$ cat config.mk
export PLATFORM = sky130hd
export DESIGN_NAME = seg_scan_mux
export DESIGN_NICKNAME = d
export VERILOG_FILES = /design/src/rtl/seg_scan_pkg.sv /design/src/rtl/scan_pulse_gen.sv /design/src/rtl/digit_phase.sv /design/src/rtl/seg_frame.sv /design/src/rtl/seg_scan_mux.sv
export SDC_FILE = /design/constraint.sdc
export NUM_CORES = 1
export LEC_CHECK = 0
export ABC_AREA = 1
export BUFFER_PORTS_ARGS = -buffer_cell sky130_fd_sc_hd__buf_2
export CAP_MARGIN = 20
export CORE_UTILIZATION = 48
export CTS_BUF_LIST = sky130_fd_sc_hd__clkbuf_8
export DETAILED_ROUTE_END_ITERATION = 12
export GPL_TIMING_DRIVEN = 1
export PLACE_DENSITY = 0.77
export SETUP_SLACK_MARGIN = 0.4
export SLEW_MARGIN = 10
export SYNTH_ARGS = -nofsm -noshare
export SYNTH_HDL_FRONTEND = slang
export SYNTH_SLANG_ARGS = --single-unit
$ cat constraint.sdc
create_clock -name clk -period 1.47 [get_ports clk]
set_input_delay 0.0735 -clock clk [delete_from_list [all_inputs] [get_ports clk]]
set_output_delay 0.0735 -clock clk [all_outputs]
set_load 0.05 [all_outputs]
$ cat src/rtl/seg_scan_pkg.sv
package seg_scan_pkg;

    typedef enum logic [1:0] {
        CTRL_NORMAL  = 2'b00,
        CTRL_DARK    = 2'b01,
        CTRL_SHOW_LZ = 2'b10,
        CTRL_ALT     = 2'b11
    } disp_ctrl_e;

    localparam int unsigned SEG_W = 7;

    // Segment a is bit 0, g is bit 6; non-decimal codes stay dark.
    function automatic logic [SEG_W-1:0] bcd_glyph(input logic [3:0] v);
        logic [SEG_W-1:0] g;
        case (v)
            4'd0:    g = 7'h3F;
            4'd1:    g = 7'h06;
            4'd2:    g = 7'h5B;
            4'd3:    g = 7'h4F;
            4'd4:    g = 7'h66;
            4'd5:    g = 7'h6D;
            4'd6:    g = 7'h7D;
            4'd7:    g = 7'h07;
            4'd8:    g = 7'h7F;
            4'd9:    g = 7'h6F;
            default: g = 7'h00;
        endcase
        return g;
    endfunction

endpackage

$ cat src/rtl/scan_pulse_gen.sv
module scan_pulse_gen #(
    parameter int unsigned TICK_CYC     = 400,
    parameter int unsigned PULSE_CYC    = 16,
    parameter bit          USE_EXT_TICK = 1'b0
) (
    input  logic clk,
    input  logic rst_n,
    input  logic hold,
    input  logic ext_tick,
    output logic pulse
);

    localparam int unsigned CNT_W = (TICK_CYC > 1) ? $clog2(TICK_CYC) : 1;
    localparam logic [CNT_W-1:0] CNT_LAST  = CNT_W'(TICK_CYC - 1);
    localparam logic [CNT_W-1:0] PULSE_END = CNT_W'(PULSE_CYC);

    typedef struct packed {
        logic [CNT_W-1:0] cnt;
        logic             ext;
    } gen_state_t;

    gen_state_t st_d, st_q;
    logic       int_pulse;

    always_comb begin
        st_d     = st_q;
        st_d.ext = ext_tick;
        if (hold) begin
            st_d.cnt = '0;
        end else if (st_q.cnt == CNT_LAST) begin
            st_d.cnt = '0;
        end else begin
            st_d.cnt = st_q.cnt + 1'b1;
        end
    end

    always_ff @(posedge clk or negedge rst_n) begin
        if (!rst_n) begin
            st_q <= '0;
        end else begin
            st_q <= st_d;
        end
    end

    assign int_pulse = (st_q.cnt < PULSE_END);
    assign pulse     = USE_EXT_TICK ? st_q.ext : int_pulse;


    hold_clears_cnt_chk: assert property (@(posedge clk) disable iff (!rst_n)
        hold |=> (st_q.cnt == '0));


    period_wrap_chk: assert property (@(posedge clk) disable iff (!rst_n)
        (!hold && st_q.cnt == CNT_LAST) |=> (st_q.cnt == '0));

endmodule

$ cat src/rtl/digit_phase.sv
module digit_phase #(
    parameter int unsigned DIGITS = 4,
    parameter int unsigned PH_W   = (DIGITS > 1) ? $clog2(DIGITS) : 1
) (
    input  logic            clk,
    input  logic            rst_n,
    input  logic            hold,
    input  logic            pulse,
    output logic [PH_W-1:0] phase
);

    localparam logic [PH_W-1:0] PH_LAST = PH_W'(DIGITS - 1);

    typedef struct packed {
        logic [PH_W-1:0] phase;
        logic            prev;
    } ph_state_t;

    ph_state_t st_d, st_q;

    function automatic logic [PH_W-1:0] step_phase(input logic [PH_W-1:0] p);
        return (p == PH_LAST) ? '0 : p + 1'b1;
    endfunction

    always_comb begin
        st_d      = st_q;
        st_d.prev = pulse;
        if (hold) begin
            st_d.phase = '0;
            st_d.prev  = 1'b1;
        end else if (pulse && !st_q.prev) begin
            st_d.phase = step_phase(st_q.phase);
        end
    end

    always_ff @(posedge clk or negedge rst_n) begin
        if (!rst_n) begin
            st_q.phase <= '0;
            st_q.prev  <= 1'b1;
        end else begin
            st_q <= st_d;
        end
    end

    assign phase = st_q.phase;


    park_msd_chk: assert property (@(posedge clk) disable iff (!rst_n)
        hold |=> (st_q.phase == '0));


    single_step_chk: assert property (@(posedge clk) disable iff (!rst_n)
        (!hold && pulse && !st_q.prev) |=> (st_q.phase == step_phase($past(st_q.phase))));


    steady_phase_chk: assert property (@(posedge clk) disable iff (!rst_n)
        (!hold && !(pulse && !st_q.prev)) |=> $stable(st_q.phase));

endmodule

$ cat src/rtl/seg_frame.sv
module seg_frame
    import seg_scan_pkg::*;
#(
    parameter int unsigned DIGITS = 4,
    parameter int unsigned PH_W   = (DIGITS > 1) ? $clog2(DIGITS) : 1
) (
    input  logic [PH_W-1:0]     phase,
    input  logic                pulse,
    input  logic [1:0]          ctrl,
    input  logic [DIGITS*4-1:0] bcd,
    output logic [SEG_W-1:0]    seg_act,
    output logic [DIGITS-1:0]   dig_act
);

    logic [3:0]        nib [DIGITS];
    logic [DIGITS-1:0] is_zero;
    logic [DIGITS-1:0] lead_zero;
    logic [PH_W-1:0]   sel;
    logic              lzb_on;
    logic              dark;
    logic              blank_lz;

    for (genvar k = 0; k < DIGITS; k++) begin : g_nib
        assign nib[k]     = bcd[4*k +: 4];
        assign is_zero[k] = (bcd[4*k +: 4] == 4'd0);
    end

    // Zero run measured from the top digit downward.
    always_comb begin
        lead_zero[DIGITS-1] = is_zero[DIGITS-1];
        for (int k = DIGITS - 2; k >= 0; k--) begin
            lead_zero[k] = is_zero[k] & lead_zero[k+1];
        end
    end

    always_comb begin
        sel      = PH_W'(DIGITS - 1) - phase;
        lzb_on   = (ctrl != CTRL_SHOW_LZ);
        dark     = (ctrl == CTRL_DARK);
        blank_lz = lzb_on && (sel != '0) && lead_zero[sel];
        seg_act  = '0;
        dig_act  = '0;
        if (!dark && !pulse) begin
            dig_act[sel] = 1'b1;
            seg_act      = blank_lz ? '0 : bcd_glyph(nib[sel]);
        end
    end

endmodule

$ cat src/rtl/seg_scan_mux.sv
module seg_scan_mux
    import seg_scan_pkg::*;
#(
    parameter int unsigned DIGITS       = 4,
    parameter int unsigned TICK_CYC     = 400,
    parameter int unsigned PULSE_CYC    = 16,
    parameter bit          USE_EXT_TICK = 1'b0,
    parameter bit          COMMON_ANODE = 1'b0
) (
    input  logic                clk,
    input  logic                rst_n,
    input  logic [DIGITS*4-1:0] bcd_word,
    input  logic [1:0]          disp_ctrl,
    input  logic                scan_tick_in,
    output logic [SEG_W-1:0]    seg_out,
    output logic [DIGITS-1:0]   digit_en
);

    localparam int unsigned PH_W = (DIGITS > 1) ? $clog2(DIGITS) : 1;
    localparam logic [SEG_W-1:0]  SEG_MASK = {SEG_W{COMMON_ANODE}};
    localparam logic [DIGITS-1:0] DIG_MASK = {DIGITS{COMMON_ANODE}};

    logic              scan_off;
    logic              pulse;
    logic [PH_W-1:0]   phase;
    logic [SEG_W-1:0]  seg_act;
    logic [DIGITS-1:0] dig_act;

    assign scan_off = (disp_ctrl == CTRL_DARK);

    scan_pulse_gen #(
        .TICK_CYC    (TICK_CYC),
        .PULSE_CYC   (PULSE_CYC),
        .USE_EXT_TICK(USE_EXT_TICK)
    ) i_scan_pulse_gen (
        .clk     (clk),
        .rst_n   (rst_n),
        .hold    (scan_off),
        .ext_tick(scan_tick_in),
        .pulse   (pulse)
    );

    digit_phase #(
        .DIGITS(DIGITS),
        .PH_W  (PH_W)
    ) i_digit_phase (
        .clk  (clk),
        .rst_n(rst_n),
        .hold (scan_off),
        .pulse(pulse),
        .phase(phase)
    );

    seg_frame #(
        .DIGITS(DIGITS),
        .PH_W  (PH_W)
    ) i_seg_frame (
        .phase  (phase),
        .pulse  (pulse),
        .ctrl   (disp_ctrl),
        .bcd    (bcd_word),
        .seg_act(seg_act),
        .dig_act(dig_act)
    );

    assign seg_out  = seg_act ^ SEG_MASK;
    assign digit_en = dig_act ^ DIG_MASK;


    blank_window_chk: assert property (@(posedge clk) disable iff (!rst_n)
        pulse |-> (dig_act == '0 && seg_act == '0));


    off_dark_chk: assert property (@(posedge clk) disable iff (!rst_n)
        scan_off |-> (dig_act == '0 && seg_act == '0));


    onehot_strobe_chk: assert property (@(posedge clk) disable iff (!rst_n)
        $onehot0(dig_act));


    lsd_visible_chk: assert property (@(posedge clk) disable iff (!rst_n)
        (!scan_off && !pulse && dig_act[0] && bcd_word[3:0] <= 4'd9) |-> (seg_act != '0));

endmodule

Word level (Yosys, flattened, before mapping)
Memory sizes are Yosys's and may differ from the RTL's.
Cells that the tools add are included.
{"block": "classes", "add_sub_neg": 3, "order_cmp": 4, "eq_ne": 4, "n_mux": 16, "bitwise": 4, "reduce_logical": 14}
{"cell": "9-bit 2-to-1 mux", "n": 2}
{"cell": "4-bit logical NOT", "n": 4}
{"cell": "7-bit 2-to-1 mux", "n": 2}
{"cell": "4-bit 2-to-1 mux", "n": 3}
{"cell": "9-bit by 1-bit adder with 9-bit output, second input constant", "n": 1}
{"cell": "9-bit == test, second input constant", "n": 1}
{"cell": "9-bit by 5-bit less-than comparator with 1-bit output, second input constant", "n": 1}
{"cell": "4-bit binary-select mux with 2-bit select", "n": 1}
{"cell": "2-bit 2-to-1 mux", "n": 3}
{"cell": "1-bit logical AND", "n": 5}
{"cell": "2-bit nonzero test", "n": 2}
{"cell": "1-bit bitwise AND", "n": 3}
{"cell": "3-bit greater-or-equal comparator, second input constant", "n": 1}
{"cell": "1-bit logical NOT", "n": 3}
{"cell": "2-bit by 3-bit less-than comparator with 1-bit output, second input constant", "n": 1}
{"cell": "1-bit 2-to-1 mux", "n": 3}
{"cell": "2-bit NOT with 3-bit output", "n": 1}
{"cell": "2-bit by 1-bit adder with 2-bit output, second input constant", "n": 1}
{"cell": "1-bit binary-select mux with 2-bit select", "n": 1}
{"cell": "1-bit demux with 2-bit select", "n": 1}
{"cell": "2-bit by 1-bit == test with 1-bit output, second input constant", "n": 1}
{"cell": "2-bit == test, second input constant", "n": 1}
{"cell": "2-bit by 1-bit greater-or-equal comparator with 1-bit output, second input constant", "n": 1}
{"cell": "2-bit inequality test, second input constant", "n": 1}
{"cell": "2-bit subtractor, first input constant", "n": 1}
{"block": "word_totals", "ff_bits": 12, "mem_bits_ro": 112, "input_bits": 21, "out_inout_bits": 11, "wordCells": 49, "mem_count": 1}
{"memory": "(name not given)", "words": 16, "width": 7, "read_ports": 1, "rd_clocked_by_memory_dff": 0, "write_ports": 0, "line": "seg_scan_pkg.sv:15", "source": "case (v)"}

Depth between registers and ports, before layout
Gate-level depths: netlist of run 1.
{"block": "logic_depth", "ltp_word": 9, "mapped_depth": 12, "ltp_nobuf": 11}

Modules after synthesis
A second synthesis of run 1 with hierarchy kept.
{"block": "unflattened", "cells_unflattened": 187, "area_unflattened_um2": 1158.6}
{"module": "scan_pulse_gen", "instances": 1, "cells_each": 65, "area_per_inst_um2": 495.5, "seq_area_each_um2": 225.2}
{"module": "seg_frame", "instances": 1, "cells_each": 101, "area_per_inst_um2": 493.0, "seq_area_each_um2": 0.0}
{"module": "digit_phase", "instances": 1, "cells_each": 19, "area_per_inst_um2": 160.2, "seq_area_each_um2": 76.3}
{"module": "seg_scan_mux", "instances": 1, "cells_each": 2, "area_per_inst_um2": 10.0, "seq_area_each_um2": 0.0}

Least setup slack after synthesis of run 1
No wires, ideal clock.
{"block": "synth_path", "kind": "register -> output", "start": "register i_digit_phase.phase[0] (netlist name)", "end": "output seg_out[6]", "t_arrival_ps": 1986, "required_ps": 1397, "setup_slack_ps": -590, "stages_incl_launch_ff": 11, "n_path_buf": 1, "cell_sequence": "dfrtp_1 > buf_4 > nand2_1 > nand3_1 > nand2_1 > inv_1 > ha_1 > nand3b_1 > nand3_1 > nand2_1 > nor2_1"}
{"block": "synth_between", "elab_chain_len": 8, "word_cells_on_any_way": 13, "cone_classes": "1 x add/sub; 7 x mux; 1 x bitwise; 3 x reduce/logical; 1 x memory"}
{"element": "2-bit subtractor (*)", "line": "seg_frame.sv:37", "source": "sel = PH_W'(DIGITS - 1) - phase;"}
{"element": "2-bit NOT with 3-bit output (not written as such)", "line": "seg_frame.sv:45", "source": "seg_act = blank_lz ? '0 : bcd_glyph(nib[sel]);"}
{"element": "4-bit binary-select mux with 2-bit select", "line": "seg_frame.sv:45"}
{"element": "4-bit 2-to-1 mux (not written as such) (2 in a row)", "line": "seg_frame.sv:45"}
{"element": "memory read 16 x 7 bit"}
{"element": "7-bit 2-to-1 mux (*)", "line": "seg_frame.sv:45"}
{"element": "7-bit 2-to-1 mux (*)", "line": "seg_frame.sv:43", "source": "if (!dark && !pulse) begin"}
{"element": "end, declared", "line": "seg_scan_mux.sv:15", "source": "output logic [SEG_W-1:0] seg_out,"}
Every way passes the cells marked *; elsewhere a longest branch is shown, timed or not. The select of a mux whose other input is x is not followed.

Worst setup path after layout of run 1
{"block": "layout_path", "start": "register i_digit_phase.phase[0] (netlist name)", "end": "output seg_out[0]"}
{"block": "layout_between", "elab_chain_len": 8, "word_cells_on_any_way": 13, "cone_classes": "1 x add/sub; 7 x mux; 1 x bitwise; 3 x reduce/logical; 1 x memory"}
{"element": "2-bit subtractor (*)", "line": "seg_frame.sv:37"}
{"element": "2-bit NOT with 3-bit output (not written as such)", "line": "seg_frame.sv:45"}
{"element": "4-bit binary-select mux with 2-bit select", "line": "seg_frame.sv:45"}
{"element": "4-bit 2-to-1 mux (not written as such) (2 in a row)", "line": "seg_frame.sv:45"}
{"element": "memory read 16 x 7 bit"}
{"element": "7-bit 2-to-1 mux (*)", "line": "seg_frame.sv:45"}
{"element": "7-bit 2-to-1 mux (*)", "line": "seg_frame.sv:43"}
Marks and branches as above.

==> results of run 1 <==
worst register-to-register path: cells and delay by family, from the launching register on:
family | cells | cell delay [ns]
AND/OR/NAND/NOR | 4 | 0.60
flip-flops | 1 | 0.42
buffers and inverters | 1 | 0.15
AO/OA/AOI/OAI | 1 | 0.15
logic make-up after synthesis:
group | Yosys count | synth area share
adder cells (fa/ha/maj) | 10 | 0.110
buffers and inverters | 22 | 0.0822
flip-flops | 12 | 0.264
XOR/XNOR | 2 | 0.0154
AND/OR/NAND/NOR | 122 | 0.500
AO/OA/AOI/OAI | 6 | 0.0285
per-layer routing:
layer / up-vias / wire length [um] / track usage
met1: 774 / 2090 / 0.429
met2: 156 / 2690 / 0.542
li1: 679 / - / -
met5: - / 0 / 0
met4: 0 / 493 / 0.106
met3: 56 / 510 / 0.0727
flip-flops by register name (all words and copies together) (netlist names):
signal and count:
i_digit_phase.phase 2, i_digit_phase.st_q 1, i_scan_pulse_gen.st_q 9
per-stage QoR:
stage / cells / setup slack [ns] / hold slack [ns] / TNS (ns) / power (uW)
after CTS: 264 / -0.434 / 0.235 / -2.92 / 2990
after global placement: 251 / -0.249 / -0.0426 / -1.52 / 2260
after global routing: 270 / -0.742 / 0.281 / -5.16 / 3900
after detailed placement: 251 / -0.308 / -0.0328 / -1.75 / 2330
final: 270 / -0.653 / 0.250 / -4.65 / 3750
after floorplan: 174 / -0.204 / -0.222 / -0.827 / 1750
report_power, final:
| group | switching, uW | internal, uW |
|---|---|---|
| registers | 136 | 405 |
| logic | 1710 | 1150 |
| clock network | 158 | 186 |
final cells by class:
class / instances / area [um2] / area share
Tap cell: 28 / 35.0 / 0.0163
Timing Repair Buffer: 66 / 533 / 0.248
Clock inverter: 1 / 3.75 / 0.00175
Clock buffer: 3 / 41.3 / 0.0192
Sequential cell: 12 / 308 / 0.143
Multi-Input combinational cell: 140 / 1140 / 0.531
Inverter: 20 / 87.6 / 0.0407
placed cells by master (no fill, tap or decap), types with 8 or more instances in the layout:
master   instances
nand3_4          8
nor2_1          18
inv_1           11
buf_2           19
buf_4           27
nand3_1          9
nor2_4          15
buf_6           16
nand2_2         17
nand2_4         11
nand2_1         28
path summary, 6_finish.rpt:
| kind | startpoint | cells past startpoint | slack, ns | end |
|---|---|---|---|---|
| max | i_digit_phase.phase[0] | 11 | -0.65 | seg_out[0] |
| min | rst_n | 2 | 0.25 | i_scan_pulse_gen.st_q[2] |
| max reg2reg | i_scan_pulse_gen.st_q[6] | 6 | 0.07 | i_digit_phase.phase[0] |
| min reg2reg | i_scan_pulse_gen.st_q[1] | 2 | 0.61 | i_scan_pulse_gen.st_q[1] |
| max in group asynchronous | rst_n | 2 | 0.93 | i_digit_phase.st_q[0] |
| min in group clk | disp_ctrl[1] | 4 | 0.26 | i_scan_pulse_gen.st_q[2] |
timing repair:
action / 4_1_cts / 5_1_grt
setup buffers: 8 / 6
endpoints found under the hold margin: 12 / 0
hold buffers: 1 / 0
gates resized for setup: 52 / 49
endpoints found under the setup margin: 21 / 21
pin swaps: 15 / 18
==> summary.txt, run 1 <==
Run status
  • Status: complete, but fails checks
  • Failing checks: setup timing

Route
  • DRT Wirelength: 5780 um
  • Routed Antenna Nets: 0
  • Vias per cell: a little over 6
  • WL per Instance: approximately 21 um
  • Drt pass-1 iters: 5
  • Iter 0 DRT Violations: ~140
  • Routed via count: 1665
  • Residual DRC: 0

Timing
  • Final Hold Vio Count: 0
  • Slew headroom: 0.797
  • Worst setup margin: -0.653 ns
  • Fin Clk Skew: 0.00512 ns
  • Worst-margin pin slew: ~0.30 ns
  • Fmax: 471 MHz
  • Min cycle time layout: approximately 2.1 ns
  • Max-slew violations: 0
  • RSZ-0062 raised after global routing: yes
  • Final period util: 1.44
  • Final setup vio count: 11

Yosys
  • Post-synthesis sequential area ratio: 0.264
  • Post-synth top area share: 0.241
  • Post-synth EDFFs: 0
  • Cells after synthesis: ~170
  • Largest cells by area after synthesis: dfrtp_1, nand2_1, nor2_1
  • Top post-synthesis cells by count: nand2_1, nor2_1, nand3_1
  • Netlist cell types: 24
  • Most used DFF post-synth: dfrtp_1
  • Post-synthesis async set-or-reset flop share: 1.00
  • Cell taking the most area after synthesis: dfrtp_1
  • Syn Area/Cell: ~6.6 um2
  • Yosys reg bits: 12
  • Synth Cell Area: 0.00114 mm2
  • Most frequent cell after synthesis: nand2_1
  • Synthesized net count: 205
  • Syn. warnings: 0

Die
  • Width of the die: between 50 and 60 um
  • Core Rows: 17
  • Die Ht: 50.8 um
  • Starting Density: 0.511
  • CORE AREA: roughly 0.0022 mm2
  • Die area: ~0.0026 mm2
  • Ports: 32

Place
  • PortBufs: 30
  • Area after DPL: between 0.0015 and 0.002 mm2
  • Gpl congestion: about 0.9
  • Post-detail-place hpwl: approximately 2400 um

Setup path
  • Crit path buffers/inverters: 3
  • Crit start category: flop
  • Kind of critical path: reg -> out
  • CP Cell Sequence: buf_4 > ha_2 > nor2_1 > nand2_1 > nor2_1 > nand2_1 > inv_2 > nand2_4 > nand3_4 > nor2_4 > buf_6
  • Crit end category: output port
  • CP peak stage delay: 0.44 ns
  • Crit path max fanout: 5
  • Required @ worst endpoint: roughly 1.4 ns
  • Master of the slowest instance on the critical path: dfrtp_2
  • Crit path DAT: 2.05 ns
  • CP delay by family, top: simple AND/OR/NAND/NOR gates

Clock tree
  • Clock Pin Slew Worst Setup and Hold Paths: about 0.06 ns
  • CTS Buf Count: 3
  • Clock Latency Late Sink: ~0.26 ns
  • Clock buffer depth: 2
  • CTS tree: done
  • Clock sinks: 12
  • H-tree Lvls: 1
  • Clock root cell: clkbuf_8

Layout
  • Antenna fix cells: 0
  • Filler Cells Inserted: 44
  • Synth-to-layout area growth: 88.4%
  • Fin area: approximately 0.0021 mm2
  • Layout Nets: approximately 270
  • Share of layout cells above drive strength 1: 0.636
  • Finished Core Util: 0.962

Global route
  • First-pass GRT wire length: ~6400 um
  • Initial antenna violation count: 0
  • Gr usage total: 0.331
  • Vias in the first global route: ~1400
  • Total global routing overflow: 0
  • Largest net degree at the start of global routing: 13

Power
  • Pwr dens: between 1500 and 2000 mW/mm2
  • Worst ir drop on vdd: approximately 1.5 mV
  • Leak Pwr: between 0.001 and 0.0015 uW

Flow run
  • Max-Cap Viols: 0

Worst hold path
  • Hold Crit Class: in -> async
(Power assumes the default switching activity.)
==> run 2, diff against run 1 <==
- ABC_AREA: 1 -> unset
- CELL_PAD_IN_SITES_DETAIL_PLACEMENT: unset -> 2
- CELL_PAD_IN_SITES_GLOBAL_PLACEMENT: unset -> 2
- CORE_UTILIZATION: 48 -> 28
- PLACE_DENSITY: 0.77 -> unset
- PLACE_DENSITY_LB_ADDON: unset -> 0.1
- SLEW_MARGIN: 10 -> 20
==> run 2 against run 1 <==
- the flow still finishes with violations (setup timing)
- utilization shrank 40 points
- worst hold slack got worse by 0.043 ns
- non-clock buffer count grew 7
- fmax decreased by 11%
- sequential share of layout area grew 1.3 points
- sequential power shrank 18%
- worst setup slack got worse by 0.27 ns
- routed wire length is 7.9% lower
==> summary.txt, run 2 <==
Run status
  • Status: complete, but fails checks
  • Failing checks: setup timing

Layout
  • Most frequent cells in the layout: buf_4, buf_2, buf_6
  • Finished Core Util: 0.559 (-0.403)
  • Most flop-heavy register: i_scan_pulse_gen.st_q
  • Max FFs per register: 9 (unchanged)
  • Layout Nets: 220 (-20%)
  • Share of layout cells above drive strength 1: 0.628 (-0.00870)
  • Antenna fix cells: 0 (unchanged)
  • Commonest non-fill, non-tap cell in the layout: buf_4
  • Synth-to-layout area growth: 84.5%
  • Largest regs: i_scan_pulse_gen.st_q x9, i_digit_phase.phase x2, i_digit_phase.st_q x1

Setup path
  • Crit end category: output port
  • R2R Path Start: i_scan_pulse_gen.st_q[6]
  • Required @ worst endpoint: 1.40 ns (about the same)
  • Reg2Reg Depth: 6 (unchanged)
  • FF-to-FF End: i_digit_phase.phase[1]
  • Setup slack, reg-to-reg: -0.20 ns (-0.27 ns)
  • Crit path DAT: 2.32 ns (+0.27 ns)
  • Crit start category: flop
  • Kind of critical path: reg -> out
  • Crit path max fanout: 3 (-2)

Timing
  • Fmax: 418 MHz (-11%)
  • RSZ-0062 raised after global routing: yes
  • Worst setup margin: -0.922 ns (-0.269 ns)
  • Final Hold Vio Count: 0 (unchanged)
  • Worst-margin pin slew: 0.529 ns (+0.224 ns)
  • Final setup vio count: 13 (+2)
  • Max-slew violations: 0 (unchanged)
  • Slew headroom: 0.646 (-0.150)
  • Final period util: 1.63 (+0.183)
  • Setup TNS Final: -8.09 ns (-3.44 ns)
  • Fin Clk Skew: 0.0130 ns (+0.00784 ns)
  • Min cycle time layout: 2.39 ns (+0.269 ns)

Clock tree
  • Clock Latency Late Sink: 0.25 ns (about the same)
  • Clock buffer depth: 2 (unchanged)
  • Clock sinks: 12 (unchanged)
  • Clock Pin Slew Worst Setup and Hold Paths: 0.06 ns (about the same)
  • H-tree Lvls: 1 (unchanged)
  • Clock root cell: clkbuf_8
  • CTS tree: done
  • CTS Buf Count: 3 (unchanged)

Die
  • Die area: 0.00397 mm2 (+54%)
  • Width of the die: 63.0 um (+24%)
  • Starting Density: 0.303 (-0.208)
  • Die Ht: 63.0 um (+24%)
  • CORE AREA: 0.00344 mm2 (+54%)
  • Core Rows: 21 (+4)
  • Ports: 32 (unchanged)

Route
  • Drt pass-1 iters: 4 (-1)
  • WL per Instance: 22.8 um (+6.3%)
  • DRT Wirelength: 5320 um (-7.9%)
  • Routed Antenna Nets: 0 (unchanged)
  • Routed via count: 1258 (-24%)
  • Iter 0 DRT Violations: 40 (-71%)
  • Vias per cell: 5.38 (-13%)
  • Residual DRC: 0 (unchanged)

Flow run
  • Max-Cap Viols: 0 (unchanged)

Power
  • Leak Pwr: 0.000847 uW (-20%)
  • Worst ir drop on vdd: 0.695 mV (-55%)
  • Pwr dens: 810 mW/mm2 (-54%)
  • Total power: 1560 uW (-58%)

Place
  • Gpl congestion: 0.907 (+1.2%)
  • PortBufs: 30 (unchanged)
  • Place WS: -0.696 ns (-0.388 ns)
  • Post-detail-place hpwl: 3290 um (+39%)

Yosys
  • Post-synth EDFFs: 0 (unchanged)
  • Cell taking the most area after synthesis: dfrtp_1
  • Post-synth top area share: 0.264 (+0.0226)
  • Post-synthesis sequential area ratio: 0.289 (+0.0247)
  • Synthesized net count: 145 (-29%)
  • Most frequent cell after synthesis: nor2_1
  • Top post-synthesis cells by count: nor2_1, dfrtp_1, ha_1
  • Post-synthesis async set-or-reset flop share: 1.00 (unchanged)
  • Synth Cell Area: 0.00104 mm2 (-8.6%)
  • Cells after synthesis: 114 (-34%)
  • Syn Area/Cell: 9.15 um2 (+40%)
  • Yosys reg bits: 12 (unchanged)
  • Syn. warnings: 0 (unchanged)
  • Netlist cell types: 34 (+42%)
  • Most used DFF post-synth: dfrtp_1
  • Largest cells by area after synthesis: dfrtp_1, ha_1, mux4_2

Global route
  • Initial antenna violation count: 0 (unchanged)
  • First-pass GRT wire length: 7580 um (+19%)
  • Gr usage total: 0.254 (-0.0772)
  • Vias in the first global route: 1380 (-0.72%)
  • Largest net degree at the start of global routing: 13 (unchanged)
  • Total global routing overflow: 0 (unchanged)

Worst hold path
  • Hold Path End: i_scan_pulse_gen.st_q[3]
  • Hold Crit Class: in -> reg
  • HP Start: disp_ctrl[1]
  • Hold-critical path depth: 3
## run 2: cell count changes in the layout (fill, tap and decap cells not counted), moves of 5 or more
cell,before,now
inv_1,11,5
nand3_1,9,2
nand2_4,11,1
inv_4,5,0
nand2_2,17,1
dfrtp_1,6,11
nand3_4,8,0
dfrtp_2,5,0
nand2_1,28,3
buf_4,27,33
nor2_4,15,0
## run 2: cells by family after synthesis
logic type                 count (synthesis)  synth area share
AOI/OAI and AO/OA                         16             0.110
xor gates and xnor gates                   6            0.0504
adders and majority gates                 10             0.120
buffers and inverters                     10            0.0468
DFF                                       12             0.289
muxes                                      9             0.135
and+or+nand+nor                           51             0.248
## run 2: critical path, cell delays in order, from the launching register on
cell      delay, ns
dfrtp_1        0.42
mux4_2         0.56
inv_2          0.12
ha_4           0.16
nor3_2         0.05
a2111o_1       0.42
a21oi_4        0.16
buf_6          0.17
## run 2: repair_timing
| action | CTS | global route |
|---|---|---|
| hold endpoints to repair | 12 | 0 |
| cloned | 0 | 0 |
| hold buffers | 1 | 0 |
| buffers inserted | 6 | 5 |
| resized for setup | 32 | 12 |
| pin swaps | 13 | 8 |
| setup endpoints to repair | 21 | 22 |
## run 2: per-stage QoR
stage | hold slack (ns) | std cells | area (um2)
floorplan | -0.222 | 114 | 1200
global placement | -0.0280 | 218 | 1610
detailed placement | -0.0203 | 218 | 1610
CTS | 0.213 | 229 | 1830
global route | 0.223 | 234 | 1930
finish | 0.207 | 234 | 1930
## run 2: final cells by class
type                    count  area [um2]
flip-flops and latches     12         302
well taps                  46        57.6
repair buffers             73         587
clock buffers               3        41.3
inverters                   7        26.3
clock inverters             1        3.75
multi-input cells          92         908
fillers                   343        1520
## run 2: metal layers
metal	share of wire	track usage
met3	0.042	0.0420
met2	0.55	0.484
met1	0.37	0.282
met4	0.044	0.0756
met5	0	0
## run 2: worst max-delay path by stage
| stage | startpoint | slack (ns) | end |
|---|---|---|---|
| 2_1_floorplan | i_digit_phase.phase[0] | -0.67 | seg_out[4] |
| 3_3_place_gp | i_digit_phase.phase[0] | -0.55 | seg_out[2] |
| 3_5_place_dp | i_digit_phase.phase[0] | -0.70 | seg_out[4] |
| 4_1_cts | i_digit_phase.phase[0] | -0.85 | seg_out[6] |
| 5_1_grt | i_digit_phase.phase[0] | -0.98 | seg_out[4] |
| 6_report | i_digit_phase.phase[0] | -0.92 | seg_out[4] |
## run 2: power breakdown
part | switching (uW) | internal, uW
registers | 66.4 | 380
clock network | 135 | 184
logic | 406 | 388
total | 607 | 953
